$ cat config.mk
export PLATFORM = sky130hd
export DESIGN_NAME = rx_4b5b_xlat
export DESIGN_NICKNAME = d
export VERILOG_FILES = /design/src/rtl/rx4b5b_pkg.sv /design/src/rtl/rx_mode_sel.sv /design/src/rtl/rx_cg_decode.sv /design/src/rtl/rx_frame_fsm.sv /design/src/rtl/rx_4b5b_xlat.sv
export SDC_FILE = /design/constraint.sdc
export NUM_CORES = 1
export LEC_CHECK = 0
export BUFFER_PORTS_ARGS = -buffer_cell sky130_fd_sc_hd__buf_2
export CORE_UTILIZATION = 55
export CTS_CLUSTER_SIZE = 24
export DETAILED_ROUTE_END_ITERATION = 12
export PLACE_DENSITY_LB_ADDON = 0.12
export SETUP_SLACK_MARGIN = 0.15
export SLEW_MARGIN = 20
export SYNTH_ARGS = -nofsm -noshare
export SYNTH_HDL_FRONTEND = slang
export SYNTH_SLANG_ARGS = --single-unit
$ cat constraint.sdc
create_clock -name clk -period 4.4 [get_ports clk]
set_clock_uncertainty 0.1 [all_clocks]
set_input_delay 0.22 -clock clk [delete_from_list [all_inputs] [get_ports clk]]
set_output_delay 0.22 -clock clk [all_outputs]
set_load 0.1 [all_outputs]
$ cat src/rtl/rx4b5b_pkg.sv
// Package: shared code-group constants and types for the receive translator.
// Assumes a 5-bit code-group alphabet and a 4-bit receive nibble.
package rx4b5b_pkg;

    localparam int CG_W  = 5;
    localparam int NIB_W = 4;

    localparam logic [CG_W-1:0]  CG_IDLE = 5'b11111;
    localparam logic [CG_W-1:0]  CG_J    = 5'b11000;
    localparam logic [CG_W-1:0]  CG_K    = 5'b10001;
    localparam logic [CG_W-1:0]  CG_T    = 5'b01101;
    localparam logic [CG_W-1:0]  CG_R    = 5'b00111;
    localparam logic [NIB_W-1:0] NIB_PRE = 4'h5;

    typedef enum logic [1:0] {
        MODE_XLAT   = 2'd0,
        MODE_TRANSP = 2'd1,
        MODE_PHASER = 2'd2
    } rx_mode_e;

    typedef enum logic [1:0] {
        FR_IDLE = 2'd0,
        FR_SSD2 = 2'd1,
        FR_DATA = 2'd2,
        FR_ESD2 = 2'd3
    } frame_st_e;

endpackage

$ cat src/rtl/rx_mode_sel.sv
// Module: latches the bypass straps during reset and merges them with
// configuration bits into one operating mode; alignment bypass wins.
// Assumes straps are stable while rst_n is low.
module rx_mode_sel
    import rx4b5b_pkg::*;
(
    input  logic     clk,
    input  logic     rst_n,
    input  logic     strap_code,
    input  logic     strap_align,
    input  logic     cfg_code,
    input  logic     cfg_align,
    output rx_mode_e mode
);
    logic strap_code_q;
    logic strap_align_q;

    // Capture strap levels only while reset is held.
    always_ff @(posedge clk) begin
        if (!rst_n) begin
            strap_code_q  <= strap_code;
            strap_align_q <= strap_align;
        end
    end

    // Resolve the operating mode with alignment bypass first.
    always_comb begin
        if (strap_align_q || cfg_align)
            mode = MODE_PHASER;
        else if (strap_code_q || cfg_code)
            mode = MODE_TRANSP;
        else
            mode = MODE_XLAT;
    end
endmodule

$ cat src/rtl/rx_cg_decode.sv
// Module: combinational 5B data code-group to nibble decoder.
// Flags whether the code-group is one of the sixteen data symbols.
module rx_cg_decode
    import rx4b5b_pkg::*;
(
    input  logic [CG_W-1:0]  cg,
    output logic [NIB_W-1:0] nib,
    output logic             is_data
);
    // Map each data code-group to its nibble.
    always_comb begin
        is_data = 1'b1;
        case (cg)
            5'b11110: nib = 4'h0;
            5'b01001: nib = 4'h1;
            5'b10100: nib = 4'h2;
            5'b10101: nib = 4'h3;
            5'b01010: nib = 4'h4;
            5'b01011: nib = 4'h5;
            5'b01110: nib = 4'h6;
            5'b01111: nib = 4'h7;
            5'b10010: nib = 4'h8;
            5'b10011: nib = 4'h9;
            5'b10110: nib = 4'hA;
            5'b10111: nib = 4'hB;
            5'b11010: nib = 4'hC;
            5'b11011: nib = 4'hD;
            5'b11100: nib = 4'hE;
            5'b11101: nib = 4'hF;
            default: begin
                nib     = '0;
                is_data = 1'b0;
            end
        endcase
    end
endmodule

$ cat src/rtl/rx_frame_fsm.sv
// Module: stream framing state machine. Looks at the current code-group and
// the one behind it to find J/K and T/R pairs. Drives the next data-valid
// value, a preamble marker and an invalid-symbol marker.
// Assumes one code-group per clock; held idle in alignment bypass.
module rx_frame_fsm
    import rx4b5b_pkg::*;
(
    input  logic            clk,
    input  logic            rst_n,
    input  rx_mode_e        mode,
    input  logic [CG_W-1:0] cur_cg,
    input  logic [CG_W-1:0] nxt_cg,
    input  logic            cur_is_data,
    output logic            dv_nxt,
    output logic            pre_nxt,
    output logic            bad_nxt
);
    frame_st_e st_q, st_d;

    // Next-state and per-position framing decision.
    always_comb begin
        st_d    = st_q;
        dv_nxt  = 1'b0;
        pre_nxt = 1'b0;
        bad_nxt = 1'b0;
        if (mode == MODE_PHASER) begin
            st_d = FR_IDLE;
        end else begin
            case (st_q)
                FR_IDLE: begin
                    if (cur_cg == CG_J && nxt_cg == CG_K) begin
                        dv_nxt  = 1'b1;
                        pre_nxt = 1'b1;
                        st_d    = FR_SSD2;
                    end
                end
                FR_SSD2: begin
                    dv_nxt  = 1'b1;
                    pre_nxt = 1'b1;
                    st_d    = FR_DATA;
                end
                FR_DATA: begin
                    if (cur_cg == CG_T && nxt_cg == CG_R) begin
                        st_d = FR_ESD2;
                    end else if (cur_cg == CG_IDLE) begin
                        st_d = FR_IDLE;
                    end else begin
                        dv_nxt  = 1'b1;
                        bad_nxt = !cur_is_data;
                    end
                end
                default: st_d = FR_IDLE;
            endcase
        end
    end

    // State register.
    always_ff @(posedge clk) begin
        if (!rst_n) st_q <= FR_IDLE;
        else        st_q <= st_d;
    end
endmodule

$ cat src/rtl/rx_4b5b_xlat.sv
// Module: top of the receive code-group translator. Stage one registers the
// code-group; stage two chooses decoded, bypassed or raw output by mode.
// Assumes one code-group per clock and a synchronous active-low reset.
module rx_4b5b_xlat
    import rx4b5b_pkg::*;
(
    input  logic             clk,
    input  logic             rst_n,
    input  logic             strap_bypass_code,
    input  logic             strap_bypass_align,
    input  logic             cfg_bypass_code,
    input  logic             cfg_bypass_align,
    input  logic [CG_W-1:0]  cg_in,
    output logic [NIB_W-1:0] rxd,
    output logic             rx_dv,
    output logic             rx_er
);
    rx_mode_e         mode_eff;
    logic [CG_W-1:0]  cg_s1;
    logic [NIB_W-1:0] dec_nib;
    logic             dec_ok;
    logic             fr_dv, fr_pre, fr_bad;
    logic [NIB_W-1:0] rxd_d;
    logic             dv_d, er_d;

    rx_mode_sel mode_i (
        .clk         (clk),
        .rst_n       (rst_n),
        .strap_code  (strap_bypass_code),
        .strap_align (strap_bypass_align),
        .cfg_code    (cfg_bypass_code),
        .cfg_align   (cfg_bypass_align),
        .mode        (mode_eff)
    );

    rx_cg_decode dec_i (
        .cg      (cg_s1),
        .nib     (dec_nib),
        .is_data (dec_ok)
    );

    rx_frame_fsm fsm_i (
        .clk         (clk),
        .rst_n       (rst_n),
        .mode        (mode_eff),
        .cur_cg      (cg_s1),
        .nxt_cg      (cg_in),
        .cur_is_data (dec_ok),
        .dv_nxt      (fr_dv),
        .pre_nxt     (fr_pre),
        .bad_nxt     (fr_bad)
    );

    // Stage one: hold the code-group so the next one acts as lookahead.
    always_ff @(posedge clk) begin
        if (!rst_n) cg_s1 <= CG_IDLE;
        else        cg_s1 <= cg_in;
    end

    // Select the stage-two output according to the active mode.
    always_comb begin
        case (mode_eff)
            MODE_TRANSP: begin
                dv_d  = fr_dv;
                rxd_d = (cg_s1 == CG_IDLE) ? '0 : cg_s1[NIB_W-1:0];
                er_d  = (cg_s1 == CG_IDLE) ? 1'b0 : cg_s1[CG_W-1];
            end
            MODE_PHASER: begin
                dv_d  = 1'b0;
                rxd_d = cg_s1[NIB_W-1:0];
                er_d  = cg_s1[CG_W-1];
            end
            default: begin
                dv_d  = fr_dv;
                er_d  = fr_bad;
                if (fr_pre)
                    rxd_d = NIB_PRE;
                else if (fr_dv && dec_ok)
                    rxd_d = dec_nib;
                else
                    rxd_d = '0;
            end
        endcase
    end

    // Stage two: output registers.
    always_ff @(posedge clk) begin
        if (!rst_n) begin
            rxd   <= '0;
            rx_dv <= 1'b0;
            rx_er <= 1'b0;
        end else begin
            rxd   <= rxd_d;
            rx_dv <= dv_d;
            rx_er <= er_d;
        end
    end
endmodule

Word level (Yosys, flattened, before mapping)
Cells that the tools add are included.

cells by class
  eq/ne operators = 27
  multiplexer cells = 24
  bitwise operators = 1
  reduce and logical (&&, ||, !) cells = 10

operators with widths
  operator                                                                 count
  5-bit == test, second input constant                                     14
  4-bit case mux with 15 select lines                                      1
  5-bit by 4-bit == test with 1-bit output, second input constant          6
  16-bit OR reduction                                                      1
  4-bit 2-to-1 mux                                                         3
  1-bit 2-to-1 mux                                                         11
  2-bit 2-to-1 mux                                                         4
  4-bit case mux with 2 select lines                                       1
  2-bit case mux with 3 select lines                                       1
  5-bit by 3-bit == test with 1-bit output, second input constant          1
  2-bit by 1-bit == test with 1-bit output, second input constant          2
  2-bit == test, second input constant                                     2
  1-bit case mux with 2 select lines                                       2
  1-bit logical AND                                                        3
  3-bit by 2-bit inequality test with 1-bit output, second input constant  1
  1-bit case mux with 3 select lines                                       1
  2-bit zero test                                                          1
  1-bit logical OR                                                         2
  2-bit by 1-bit inequality test with 1-bit output, second input constant  1
  2-bit AND reduction                                                      1
  2-bit OR reduction                                                       1
  1-bit zero test                                                          1
  1-bit NOT                                                                1

word-level totals
  flip-flop bits (word level) = 15
  input bits = 11
  output and inout bits = 6

Logic depth before layout (Yosys ltp)
  depth after elaboration = 9
  mapped depth = 6

Hierarchy
Synthesis repeated with hierarchy kept, for this count alone.

unflattened totals
  cell total of the unflattened synthesis = 90
  area, all modules = 817.0 um^2

modules (own cells, without submodules)
  module        times used  cells an instance  area an instance (um^2)
  rx_4b5b_xlat  1           42                 421.7
  rx_frame_fsm  1           23                 186.4
  rx_cg_decode  1           19                 126.4
  rx_mode_sel   1           6                  82.6

Worst setup path after synthesis
No wires, ideal clock.

  path kind = register -> register
  start = register cg_s1[0]
  end = register rxd[2]
  setup time = 61 ps
  arrival = 1528 ps
  path slack = 2711 ps
  cell stages (with the launch flop) = 5
  clock period less this slack = 1689 ps
  cell sequence = dfxtp_1 or4b_4 o41a_1 o2bb2ai_1 a32o_1

on the way
  word-level cells in the longest chain between the ends = 9

RTL lines
  item                                            RTL line                                text
  from (decl)                                     rx_4b5b_xlat.sv:19                      logic [CG_W-1:0] cg_s1;
  from (signal assigned)                          rx_4b5b_xlat.sv:57                      else cg_s1 <= cg_in;
  5-bit == test, or another cell as far along     rx_frame_fsm.sv:45, rx_4b5b_xlat.sv:65
  1-bit 2-to-1 mux, or another cell as far along  rx_frame_fsm.sv:45                      end else if (cur_cg == CG_IDLE) begin
  1-bit 2-to-1 mux (on tied branches)             rx_frame_fsm.sv:43, rx_frame_fsm.sv:31
  1-bit case mux with 3 select lines              rx_frame_fsm.sv:29                      case (st_q)
  1-bit 2-to-1 mux                                rx_frame_fsm.sv:26                      if (mode == MODE_PHASER) begin
  1-bit logical AND                               rx_4b5b_xlat.sv:78                      else if (fr_dv && dec_ok)
  4-bit 2-to-1 mux                                rx_4b5b_xlat.sv:78
  4-bit 2-to-1 mux                                rx_4b5b_xlat.sv:76                      if (fr_pre)
  4-bit case mux with 2 select lines (*)          rx_4b5b_xlat.sv:62                      case (mode_eff)
  to (signal assigned)                            rx_4b5b_xlat.sv:93                      rxd <= rxd_d;
  to (decl)                                       rx_4b5b_xlat.sv:14                      output logic [NIB_W-1:0] rxd,

Mark *: on every way between the ends. The rest lies on a longest branch, timed or not.
A chain may end at the register's enable or synchronous reset.

Worst setup path in the final report
  start = register mode_i.strap_align_q
  end = register rxd[3]

on the way
  word-level cells in the longest chain between the ends = 8

RTL lines
  item                                    RTL line                                text
  from (decl)                             rx_mode_sel.sv:16                       logic strap_align_q;
  from (signal assigned)                  rx_mode_sel.sv:22                       strap_align_q <= strap_align;
  1-bit logical OR (*)                    rx_mode_sel.sv:28                       if (strap_align_q || cfg_align)
  2-bit 2-to-1 mux (*)                    rx_mode_sel.sv:28
  2-bit == test                           rx_frame_fsm.sv:26, rx_4b5b_xlat.sv:62
  1-bit 2-to-1 mux                        rx_frame_fsm.sv:26
  1-bit logical AND                       rx_4b5b_xlat.sv:78
  4-bit 2-to-1 mux                        rx_4b5b_xlat.sv:78
  4-bit 2-to-1 mux                        rx_4b5b_xlat.sv:76
  4-bit case mux with 2 select lines (*)  rx_4b5b_xlat.sv:62

Marks and branches as above.

==> results.yml <==
critical_path:
  cp-start-kind: "register"
  cp_max_fo: 5
  end_kind: "register"
  worstPathArrival_ns: 2.07
  crit_required_ns: 4.53
  worstSetupPathType: "reg -> reg"
finish:
  ff_latch_area_um2: 320
  drive_gt1_frac: 0.206
  stdcell_area_um2: 887
  final_common_cell: "buf_2"
  finalNonFillerCells: 117
  fill_cells: 120
  multi_input_area_um2: 414
  layout.nets: 114
  n_antenna_cell: 0
  area_growth_pct: 16.0
  final_cell_mix: "buf_2, dfxtp_1, nand2_1"
place:
  dpl-instance-area_um2: 841
  numPortBuffers: 16
  placed_cells: 111
  hpwl_um: 1150
  place.gp.congestion: 0.797
yosys:
  ys_warn_count: 0
  synthCells: 86
  synth_seq_area_share: 0.419
  avgSynthCellArea_um2: 8.89
  synth_fp_nets: 97
  synth_top_area_share: 0.340
  ys_ff_latch: 15
  synth.largest_area_cell: "dfxtp_1"
  synthTopCellsByArea: "dfxtp_1, edfxtp_1, nand2b_1"
  synthDistinctLibCells: 33
  syn_area_um2: 764
floorplanning:
  core_um2: 1300
  die-width_um: 39.3
  rows: 13
  initial_core_util: 0.587
  die_height_um: 39.3
  die-area_um2: 1540
  io_pins: 17
power_and_ir_drop:
  power_w: 0.000300
  clockPowerShare: 0.264
  p_int_w: 0.000202
  power_density_nw_per_um2: 339
  p_sw_w: 0.0000987
  leakagePower_nw: 0.356
  seqPwrFrac: 0.515
  swShare: 0.329
  ir_drop_v: 0.000171
  power.share.combinational: 0.221
run:
  maxCapViolations: 0
sta:
  tightest_slew_ns: 0.773
  relSlewSlack: 0.480
  hold_ws_ns: 0.0485
  post-route-period-util: 0.440
  fmax_ghz: 0.517
  fin_crit_ns: 1.93
  setup_viol: 0
  final-max-slew-violation-count: 0
  rsz0062_at_grt: "no"
  finalHoldViolCount: 0
  finalSetupTns_ns: 0
cts:
  cts.sinks: 15
  numCtsBuffers: 3
  h-tree-depth: 1
  post_cts_resized: 0
  cts_setup_buffers: 0
  hold_buffers: 0
  cts_tree: "built"
  clkTransAtPathRegs_ns: 0.09
  root_buffer: "clkbuf_4"
  clkLatencyLatePin_ns: 0.28
  clk_path_buf_depth: 2
routing:
  drc: 0
  first_pass_iters: 4
  wl_um: 1700
  drt-wirelength-per-cell_um: 14.5
  drt_iter0_markers: 37
  via_per_inst: 6.26
  vias: 733
  ant_nets: 0
global_route:
  grt_pass1_wl_um: 2680
  grt_usage: 0.271
  grt_pass1_vias: 609
  overflow: 0
  antenna_found_initial: 0
  grt_max_degree: 16
status:
  outcome: "finished, final reports clean"
hold_path:
  hp-class: "in -> reg"
-- cell usage after synthesis (all sizes together) --
cell type / n
o211ai: 3
clkbuf: 5
and3: 1
nand2: 11
a32o: 2
xnor2: 4
nor4bb: 1
nor3: 3
nand2b: 7
nand3: 1
and2: 1
nor2b: 2
edfxtp: 2
o22ai: 1
inv: 2
o32ai: 1
nor4: 1
o21a: 1
o41a: 1
or4b: 2
a311o: 2
a21oi: 3
nand4: 2
a31oi: 2
dfxtp: 13
or2: 1
o31ai: 2
buf: 1
o2bb2ai: 3
nor2: 4
o21ai: 1
-- critical path, stage by stage (launching register included) --
cell	delay (ns)
edfxtp_1	0.43
nor4_1	0.70
nand2_1	0.25
nor3_1	0.25
a32o_1	0.16
-- path summary, 6_finish.rpt --
check / from / to / slack (ns) / cells past startpoint
max reg2reg: mode_i.strap_align_q / rxd[3] / 2.47 / 4
max: mode_i.strap_align_q / rxd[3] / 2.47 / 4
min: cg_in[1] / cg_s1[1] / 0.05 / 2
min reg2reg: cg_s1[0] / rxd[0] / 0.44 / 1
-- state kept, by name, indices dropped and copies added, names as in the netlist --
name	flops
mode_i.strap_align_q	1
rxd	4
fsm_i.st_q	2
rx_dv	1
rx_er	1
cg_s1	5
mode_i.strap_code_q	1
-- metal layers --
layer	routed length, um	global-route usage	up-vias	share of wire
met5	0	0	-	0
met4	38	0.172	0	0.022
met3	119	0.0852	7	0.070
met2	789	0.371	45	0.47
met1	749	0.360	332	0.44
li1	-	-	349	-
-- layout make-up --
class,instances,share of cell area
Sequential cell,15,0.361
Inverter,2,0.00846
Tap cell,15,0.0212
Multi-Input combinational cell,63,0.467
Timing Repair Buffer,18,0.113
Clock buffer,4,0.0296
-- cells by family (layout without fill, tap and decap cells) --
family                    count (synthesis)  in the layout  share of synthesized area
and+or+nand+nor                          37             37                      0.267
DFF                                      15             15                      0.419
xor gates and xnor gates                  4              4                     0.0458
buffers and inverters                     8             24                     0.0393
AOI/OAI and AO/OA                        22             22                      0.229
-- metrics by stage --
stage,worst slack [ns],util
4_1_cts,2.50,0.666
6_report,2.47,0.682
3_3_place_gp,2.58,0.646
5_1_grt,2.35,0.682
2_1_floorplan,2.71,-
3_5_place_dp,2.51,0.646
-- power groups by stage --
stage | sequential [W] | clock [W] | combinational [W]
after CTS | 0.000154 | 0.0000787 | 0.0000650
after global routing | 0.000156 | 0.0000886 | 0.0000715
after global placement | 0.000157 | 0 | 0.0000639
after floorplan | 0.000180 | 0 | 0.0000282
after detailed placement | 0.000158 | 0 | 0.0000645
final | 0.000155 | 0.0000793 | 0.0000664
Power figures use the tool's default switching activity.
